--- src/rtl/xlt_pkg.sv ---
package xlt_pkg;
  localparam int PERM_W   = 2;
  localparam int PERM_WR  = 0;
  localparam int PERM_USR = 1;

  typedef enum logic {
    ST_IDLE = 1'b0,
    ST_WALK = 1'b1
  } xlt_state_e;
endpackage

--- src/rtl/xlt_match.sv ---
module xlt_match #(
  parameter int N  = 16,
  parameter int KW = 20
) (
  input  logic [N-1:0]    valid,
  input  logic [N*KW-1:0] keys_flat,
  input  logic [KW-1:0]   key,
  output logic [N-1:0]    hit_vec
);
  for (genvar i = 0; i < N; i++) begin : g_cmp
    assign hit_vec[i] = valid[i] && (keys_flat[i*KW +: KW] == key);
  end
endmodule

--- src/rtl/xlt_victim.sv ---
module xlt_victim #(
  parameter int N  = 16,
  parameter int IW = (N > 1) ? $clog2(N) : 1
) (
  input  logic [N-1:0]  valid,
  input  logic [IW-1:0] rr_ptr,
  output logic [IW-1:0] idx,
  output logic          use_rr
);
  always_comb begin
    idx    = rr_ptr;
    use_rr = 1'b1;
    for (int i = N - 1; i >= 0; i--) begin
      if (!valid[i]) begin
        idx    = IW'(i);
        use_rr = 1'b0;
      end
    end
  end
endmodule

--- src/rtl/xlt_cache.sv ---
module xlt_cache #(
  parameter int VA_W = 32,
  parameter int PA_W = 32,
  parameter int PG_W = 12,
  parameter int N    = 16,
  localparam int VPN_W = VA_W - PG_W,
  localparam int PFN_W = PA_W - PG_W
) (
  input  logic             clk,
  input  logic             rst,
  input  logic             req_valid,
  input  logic [VA_W-1:0]  req_vaddr,
  input  logic             req_write,
  input  logic             req_user,
  output logic             lookup_hit,
  output logic             lookup_miss,
  output logic             rsp_done,
  output logic             rsp_fault,
  output logic [PA_W-1:0]  rsp_paddr,
  output logic             walk_req,
  output logic [VPN_W-1:0] walk_vpn,
  input  logic             walk_done,
  input  logic             walk_ok,
  input  logic [PFN_W-1:0] walk_pfn,
  input  logic             walk_wr_ok,
  input  logic             walk_usr_ok,
  input  logic             root_wr,
  input  logic             inv_valid,
  input  logic [VA_W-1:0]  inv_vaddr
);
  import xlt_pkg::*;

  localparam int IW = (N > 1) ? $clog2(N) : 1;

  xlt_state_e               st_q;
  logic [N-1:0]             vld_q, vld_d;
  logic [VPN_W-1:0]         tag_q  [N];
  logic [PFN_W-1:0]         pfn_q  [N];
  logic [PERM_W-1:0]        perm_q [N];
  logic [IW-1:0]            rr_q;
  logic                     drop_q;
  logic [VPN_W-1:0]         walk_vpn_q;

  logic [N*VPN_W-1:0]       tags_flat;
  logic [N-1:0]             look_vec, inv_vec;
  logic [VPN_W-1:0]         look_key, inv_key;
  logic [PFN_W-1:0]         hit_pfn;
  logic [PERM_W-1:0]        hit_perm;
  logic                     any_hit, perm_bad, maint, do_fill, walk_fail;
  logic [IW-1:0]            vic_idx;
  logic                     vic_rr;

  assign look_key = req_vaddr[VA_W-1:PG_W];
  assign inv_key  = inv_vaddr[VA_W-1:PG_W];
  assign maint    = root_wr | inv_valid;

  for (genvar i = 0; i < N; i++) begin : g_flat
    assign tags_flat[i*VPN_W +: VPN_W] = tag_q[i];
  end

  xlt_match #(.N(N), .KW(VPN_W)) u_look (
    .valid(vld_q), .keys_flat(tags_flat), .key(look_key), .hit_vec(look_vec)
  );

  xlt_match #(.N(N), .KW(VPN_W)) u_inv (
    .valid(vld_q), .keys_flat(tags_flat), .key(inv_key), .hit_vec(inv_vec)
  );

  xlt_victim #(.N(N), .IW(IW)) u_vic (
    .valid(vld_q), .rr_ptr(rr_q), .idx(vic_idx), .use_rr(vic_rr)
  );

  // Entries are unique per page, so an OR of the selected fields is the read mux.
  always_comb begin
    hit_pfn  = '0;
    hit_perm = '0;
    for (int i = 0; i < N; i++) begin
      if (look_vec[i]) begin
        hit_pfn  = hit_pfn | pfn_q[i];
        hit_perm = hit_perm | perm_q[i];
      end
    end
  end

  assign any_hit  = |look_vec;
  assign perm_bad = (req_write && !hit_perm[PERM_WR]) || (req_user && !hit_perm[PERM_USR]);

  assign lookup_hit  = (st_q == ST_IDLE) && req_valid && any_hit;
  assign lookup_miss = (st_q == ST_IDLE) && req_valid && !any_hit;

  assign walk_fail = (st_q == ST_WALK) && walk_done && !walk_ok && !drop_q && !maint;
  assign do_fill   = (st_q == ST_WALK) && walk_done && walk_ok && !drop_q && !maint;

  assign rsp_done  = lookup_hit || walk_fail;
  assign rsp_fault = (lookup_hit && perm_bad) || walk_fail;
  assign rsp_paddr = {hit_pfn, req_vaddr[PG_W-1:0]};

  assign walk_req = (st_q == ST_WALK);
  assign walk_vpn = walk_vpn_q;

  always_comb begin
    vld_d = vld_q;
    if (do_fill) vld_d[vic_idx] = 1'b1;
    if (root_wr)        vld_d = '0;
    else if (inv_valid) vld_d = vld_d & ~inv_vec;
  end

  always_ff @(posedge clk) begin
    if (rst) begin
      st_q       <= ST_IDLE;
      vld_q      <= '0;
      rr_q       <= '0;
      drop_q     <= 1'b0;
      walk_vpn_q <= '0;
    end else begin
      vld_q <= vld_d;
      if (do_fill && vic_rr) begin
        rr_q <= (rr_q == IW'(N - 1)) ? '0 : rr_q + 1'b1;
      end
      case (st_q)
        ST_IDLE: begin
          if (lookup_miss) begin
            st_q       <= ST_WALK;
            walk_vpn_q <= look_key;
            drop_q     <= maint;
          end
        end
        default: begin
          if (walk_done) begin
            st_q   <= ST_IDLE;
            drop_q <= 1'b0;
          end else if (maint) begin
            drop_q <= 1'b1;
          end
        end
      endcase
    end
  end

  // Payload storage: no reset, single write port, validity tracked separately.
  always_ff @(posedge clk) begin
    if (do_fill) begin
      tag_q[vic_idx]  <= walk_vpn_q;
      pfn_q[vic_idx]  <= walk_pfn;
      perm_q[vic_idx] <= {walk_usr_ok, walk_wr_ok};
    end
  end
endmodule

--- config.mk ---
export PLATFORM = sky130hd
export DESIGN_NAME = xlt_cache
export DESIGN_NICKNAME = d
export VERILOG_FILES = /design/src/rtl/xlt_pkg.sv /design/src/rtl/xlt_match.sv /design/src/rtl/xlt_victim.sv /design/src/rtl/xlt_cache.sv
export SDC_FILE = /design/constraint.sdc
export NUM_CORES = 1
export LEC_CHECK = 0
export ABC_AREA = 1
export BUFFER_PORTS_ARGS = -buffer_cell sky130_fd_sc_hd__buf_2
export CORE_ASPECT_RATIO = 1.4
export CORE_UTILIZATION = 37
export CTS_BUF_LIST = sky130_fd_sc_hd__clkbuf_2 sky130_fd_sc_hd__clkbuf_4 sky130_fd_sc_hd__clkbuf_8
export CTS_CLUSTER_SIZE = 14
export DETAILED_ROUTE_END_ITERATION = 8
export PLACE_DENSITY = 0.54
export SLEW_MARGIN = 20
export SYNTH_ARGS = -nofsm -noshare
export SYNTH_HDL_FRONTEND = slang
export SYNTH_SLANG_ARGS = --single-unit
--- constraint.sdc ---
create_clock -name clk -period 15.7 [get_ports clk]
set_input_delay 2.355 -clock clk [delete_from_list [all_inputs] [get_ports clk]]
set_output_delay 2.355 -clock clk [all_outputs]
set_load 0.05 [all_outputs]
After elaboration in Yosys (flattened, before gate mapping). Memory sizes are Yosys's and may differ from the RTL's. Index checks and enable logic that the tools add are counted.

Register bits after elaboration: 42. Memories: 3. Output and inout bits: 57. Logic and storage cells: 219. Bits of input ports: 95. Bits in writable memories: 672.

Memory list: pfn_q (depth 16, bits a word 20, rd ports 16, clocked after Yosys merged registers in 0, wr ports 1, line xlt_cache.sv:38) `logic [PFN_W-1:0] pfn_q [N];`; tag_q (depth 16, bits a word 20, rd ports 16, clocked after Yosys merged registers in 0, wr ports 1, line xlt_cache.sv:37) `logic [VPN_W-1:0] tag_q [N];`; perm_q (depth 16, bits a word 2, rd ports 16, clocked after Yosys merged registers in 0, wr ports 1, line xlt_cache.sv:39) `logic [PERM_W-1:0] perm_q [N];`.

Add/sub/neg operators: 1. Reduce and logical (&&, ||, !) cells: 61. Multiplexer cells: 78. Order comparisons: 2. Bitwise logic cells: 35. Equality and inequality tests: 34.

Operators with widths (number): $eq 20x20->1 (32); $mux 20 (16); $or 20x20->20 (15); $mux 4 (17); $logic_and 1x1->1 (47); $mux 16 (2); $mux 2 (16); $or 2x2->2 (15); $mux 1 (26); $and 16x16->16 (1); $not 16->16 (1); $or 16x16->16 (1); $reduce_or 16->1 (1); $logic_not 1->1 (6); $lt 4x5->1 const B (1); $add 4x1->4 const B (1); $demux 1 s4 (1); $eq 4x4->1 const B (1); $ge 4x1->1 const B (1); $reduce_and 2->1 (2); $logic_or 1x1->1 (3); $ne 3x2->1 const B (1); $reduce_bool 2->1 (1); $reduce_or 2->1 (1); other kinds (2) (2).

Logic depth before layout (Yosys ltp).
Depth in word-level cells: 38. Depth in mapped cells: 19. Depth with buffers taken out: 19.

Cells and area by module. From an unflattened synthesis, not the netlist that was laid out.

Cell total of the unflattened synthesis: 4220. Area total of the unflattened synthesis: 35622.9 um^2.

By module, submodules not included: xlt_cache (sequential area each 21020.2 um^2, times used 1, cells an instance 1458, area an instance 24410.9 um^2); xlt_match (sequential area each 0.0 um^2, times used 2, cells an instance 1360, area an instance 5516.5 um^2); xlt_victim (sequential area each 0.0 um^2, times used 1, cells an instance 42, area an instance 178.9 um^2).

Worst setup path before layout. No wires, ideal clock.

Path type: input port to output port. Start point: in req_vaddr[29]. End point: out rsp_fault. Slack: 8.448 ns. Path buffers: 2. Required time: 13.345 ns. Arrival time: 4.897 ns. Stages on the path: 15. Cells stage by stage: buf_4 -> inv_4 -> buf_2 -> nor2_1 -> nor3_1 -> nand2_1 -> nor2_1 -> nand3_1 -> nand2_1 -> nor2_1 -> nand2_2 -> nor2_4 -> nor3_2 -> nor2_1 -> nor2_1.

Elaborated cells between the ends (all ways): 72. Those cells by class: eq/ne (16); mux (16); bitwise (15); reduce/logical (25).

RTL lines: start: declaration (line xlt_cache.sv:12) `input logic [VA_W-1:0] req_vaddr,`; $eq 20x20->1 (line xlt_match.sv:11) `assign hit_vec[i] = valid[i] && (keys_flat[i*KW +: KW] == key);`; $logic_and 1x1->1 (line xlt_match.sv:11); $reduce_or 16->1 (*) (line xlt_cache.sv:85) `assign any_hit = |look_vec;`; $logic_and 1x1->1 (*) (line xlt_cache.sv:88) `assign lookup_hit = (st_q == ST_IDLE) && req_valid && any_hit;`; named net lookup_hit (line xlt_cache.sv:15) `output logic lookup_hit,`; $logic_and 1x1->1 (*) (line xlt_cache.sv:95) `assign rsp_fault = (lookup_hit && perm_bad) || walk_fail;`; $logic_or 1x1->1 (*) (line xlt_cache.sv:95); end: declaration (line xlt_cache.sv:18) `output logic rsp_fault,`.

The timed path passes the listed nets; every way through them passes the cells marked *.

Final worst setup path.
Start point: in req_vaddr[23]. End point: out lookup_miss.

Word-level cells in the longest chain between the ends: 5. Elaborated cells between the ends (all ways): 35. Those cells by class: eq/ne (16); reduce/logical (19).

Ends and longest elaborated chain: $eq 20x20->1 (line xlt_match.sv:11); $logic_and 1x1->1 (line xlt_match.sv:11); $reduce_or 16->1 (*) (line xlt_cache.sv:85); $logic_not 1->1 (*) (line xlt_cache.sv:89) `assign lookup_miss = (st_q == ST_IDLE) && req_valid && !any_hit;`; $logic_and 1x1->1 (*) (line xlt_cache.sv:89); end: declaration (line xlt_cache.sv:16) `output logic lookup_miss,`.

Mark *: on every way between the ends. The rest lies on a longest branch, timed or not.

==> flow_metrics.py <==
metrics = {
    "run_status": {
        "outcome": "completed",
    },
    "layout": {
        "fin_nets": 3971,
        "area_growth_pct": 12.1,
        "drive_above_1_share_pct": 11.4,
        "most-common-layout-cells": "672 x edfxtp_1, 583 x inv_1, 570 x nand2_1",
        "final_common_cell": "edfxtp_1",
    },
    "timing": {
        "grt_setup_unrepaired": "false",
        "relSlewSlack_pct": 19.6,
        "setup_tns_ns": 0,
        "fin_crit_sh_pct": 56.0,
        "max_slew.worst_pin.slew_ns": 1.21,
        "setup_slack_ns": 6.90,
        "hold_violations": 0,
        "fin_crit_ns": 8.80,
        "skew_ns": 0.0709,
        "setup_viol": 0,
        "max_freq_mhz": 114,
        "slew_viol_final": 0,
    },
    "die": {
        "rows": 135,
        "ios": 152,
        "die_h_um": 371,
        "die_area_um2": 98600,
        "initial_utilization_pct": 37.3,
        "die_x_um": 266,
        "core_um2": 96600,
    },
    "global_routing": {
        "grt_pass1_wl_mm": 216,
        "grt_pass1_vias": 29300,
        "grt_max_degree": 43,
        "overflow": 0,
        "antenna_found_initial": 11,
        "grt_usage_pct": 31.6,
    },
    "route": {
        "first_pass_iters": 6,
        "ant_nets": 0,
        "drt-initial-drc-count": 4353,
        "wl_per_cell_um": 29.9,
        "routed-via-count": 30600,
        "vias_per_cell": 5.80,
        "drc": 0,
        "routed_wl_mm": 158,
    },
    "yosys": {
        "synthCells": 3721,
        "synth_cell_types": 53,
        "synth_warnings": 0,
        "synth.largest_area_cell": "edfxtp_1",
        "ys_top_cells_by_area": "edfxtp_1 56%, inv_1 6.2%, nand2_1 5.9%",
        "synth-main-ff-cell": "edfxtp_1",
        "synth_top_cell_area_share_pct": 56.1,
        "ys_seq_area_share_pct": 58.4,
        "syn_area_um2": 36000,
        "syn_nets": 3817,
        "synth_edf_count": 672,
        "synth-seq-cells": 714,
        "synth.avg_cell_area_um2": 9.67,
        "synthArstFlopShare_pct": 0,
    },
    "job": {
        "drv_cap": 0,
    },
    "cts": {
        "clk_path_buf_depth": 3,
        "cts_tree": "yes",
        "worstSkewPairLatency_ns": 0.80,
        "cts.sinks": 714,
        "numCtsBuffers": 117,
        "clk_pin_slew_worst_paths_ns": 0.05,
        "cts_max_level": 3,
        "cts_setup_buffers": 0,
        "cts-root-buf": "clkbuf_8",
        "cts_resized": 0,
        "cts_hold_buf": 0,
    },
    "placement": {
        "routabilityCongestion": 1.04,
        "dp_hpwl_mm": 92.6,
        "port_buffers": 115,
        "pre_cts_slack_ns": 7.00,
    },
    "pwr": {
        "power.static_leakage_nw": 15.9,
        "vdd_drop_max_mv": 0.0798,
        "powerDensity_nw_per_um2": 102,
    },
    "worst_setup_path": {
        "crit_type": "input port to output pin",
        "worstPathArrival_ns": 6.44,
        "crit_path_start_kind": "input port",
        "r2r_slack_ns": 12.01,
        "endpoint_kind": "output pin",
        "crit_required_ns": 13.35,
        "crit_fanout": 41,
    },
    "hold_path": {
        "hold_class": "flop to flop",
    },
}
## report_power, final
part	leakage [nW]	switching, mW	total [mW]	internal, mW
Combinational	8.12	0.295	0.366	0.0716
Sequential	6.48	0.00256	2.10	2.09
Clock	1.25	0.784	1.67	0.883
Total	15.9	1.08	4.13	3.05
## flip-flops by register name, indices dropped and copies added, names as in the netlist
register,cells
pfn_q,320
tag_q,320
perm_q,32
walk_vpn,20
vld_q,16
rr_q,4
drop_q,1
walk_req,1
## layout make-up
type                    count  area (µm²)
repair buffers            201        1220
clock buffers             157        1930
multi-input cells        2215       11800
diodes                      5        12.5
clock inverters            59         414
inverters                 626        2350
well taps                1301        1630
fillers                  9604       56300
flip-flops and latches    714       21000
## kinds of logic after synthesis
kind of cell               count (synthesis)  synth area share, %
adders and majority gates                  1               0.0348
DFF                                      714                 58.4
xor gates and xnor gates                 208                 5.06
AOI/OAI and AO/OA                        744                 12.3
and+or+nand+nor                         1262                 15.2
buffers and inverters                    792                 8.99
## synth_stat cells, types with 68 or more instances
library cell,n
inv_1,598
o22ai_1,312
o21ai_1,101
edfxtp_1,672
nand4_1,83
nand2_1,570
o21ai_0,176
nand3_1,95
nor2_1,344
clkbuf_1,68
nor4_1,77
xor2_1,112
xnor2_1,96
## final timing paths
path,end,depth (start not counted),from
min reg2reg,drop_q$_SDFFE_PP0P_,2,drop_q$_SDFFE_PP0P_
max reg2reg,pfn_q[13][11]$_DFFE_PP_,11,vld_q[7]$_SDFF_PP0_
max,lookup_miss,16,req_vaddr[23]
min,drop_q$_SDFFE_PP0P_,2,drop_q$_SDFFE_PP0P_
## stage by stage
step | cell area [µm²] | hold WS [ns] | total power [mW] | std cells | util (%)
final | 40300 | 0.482 | 4.13 | 5278 | 41.8
after global routing | 40300 | 0.522 | 4.22 | 5274 | 41.7
after CTS | 40300 | 0.487 | 4.13 | 5273 | 41.7
after detailed placement | 38000 | 0.479 | 2.48 | 5057 | 39.3
after global placement | 38000 | 0.467 | 2.48 | 5057 | 39.3
after floorplan | 36000 | 0.446 | 2.31 | 3721 | -
## critical path, cell delays in order
cell	delay, ns
buf_2	0.61
inv_2	0.64
o22ai_1	0.44
nor2_1	0.10
nand2_1	0.08
nor2_1	0.05
nand3_1	0.08
buf_4	0.46
nand2_1	0.10
nor2_1	0.12
nand2_1	0.09
nor2_4	0.17
nand2_2	0.09
inv_2	0.05
buf_4	0.47
buf_2	0.38
## per-layer routing
metal  up-vias  wire length (µm)  global-route usage [%]
met4         8             12500                    23.0
met3       639             17500                    6.53
met1     14600             56800                    38.0
met2      2198             70900                    50.3
met5         -                43                       0
li1      13200                 -                       -
Note: power is estimated with default switching activity, not from simulation.
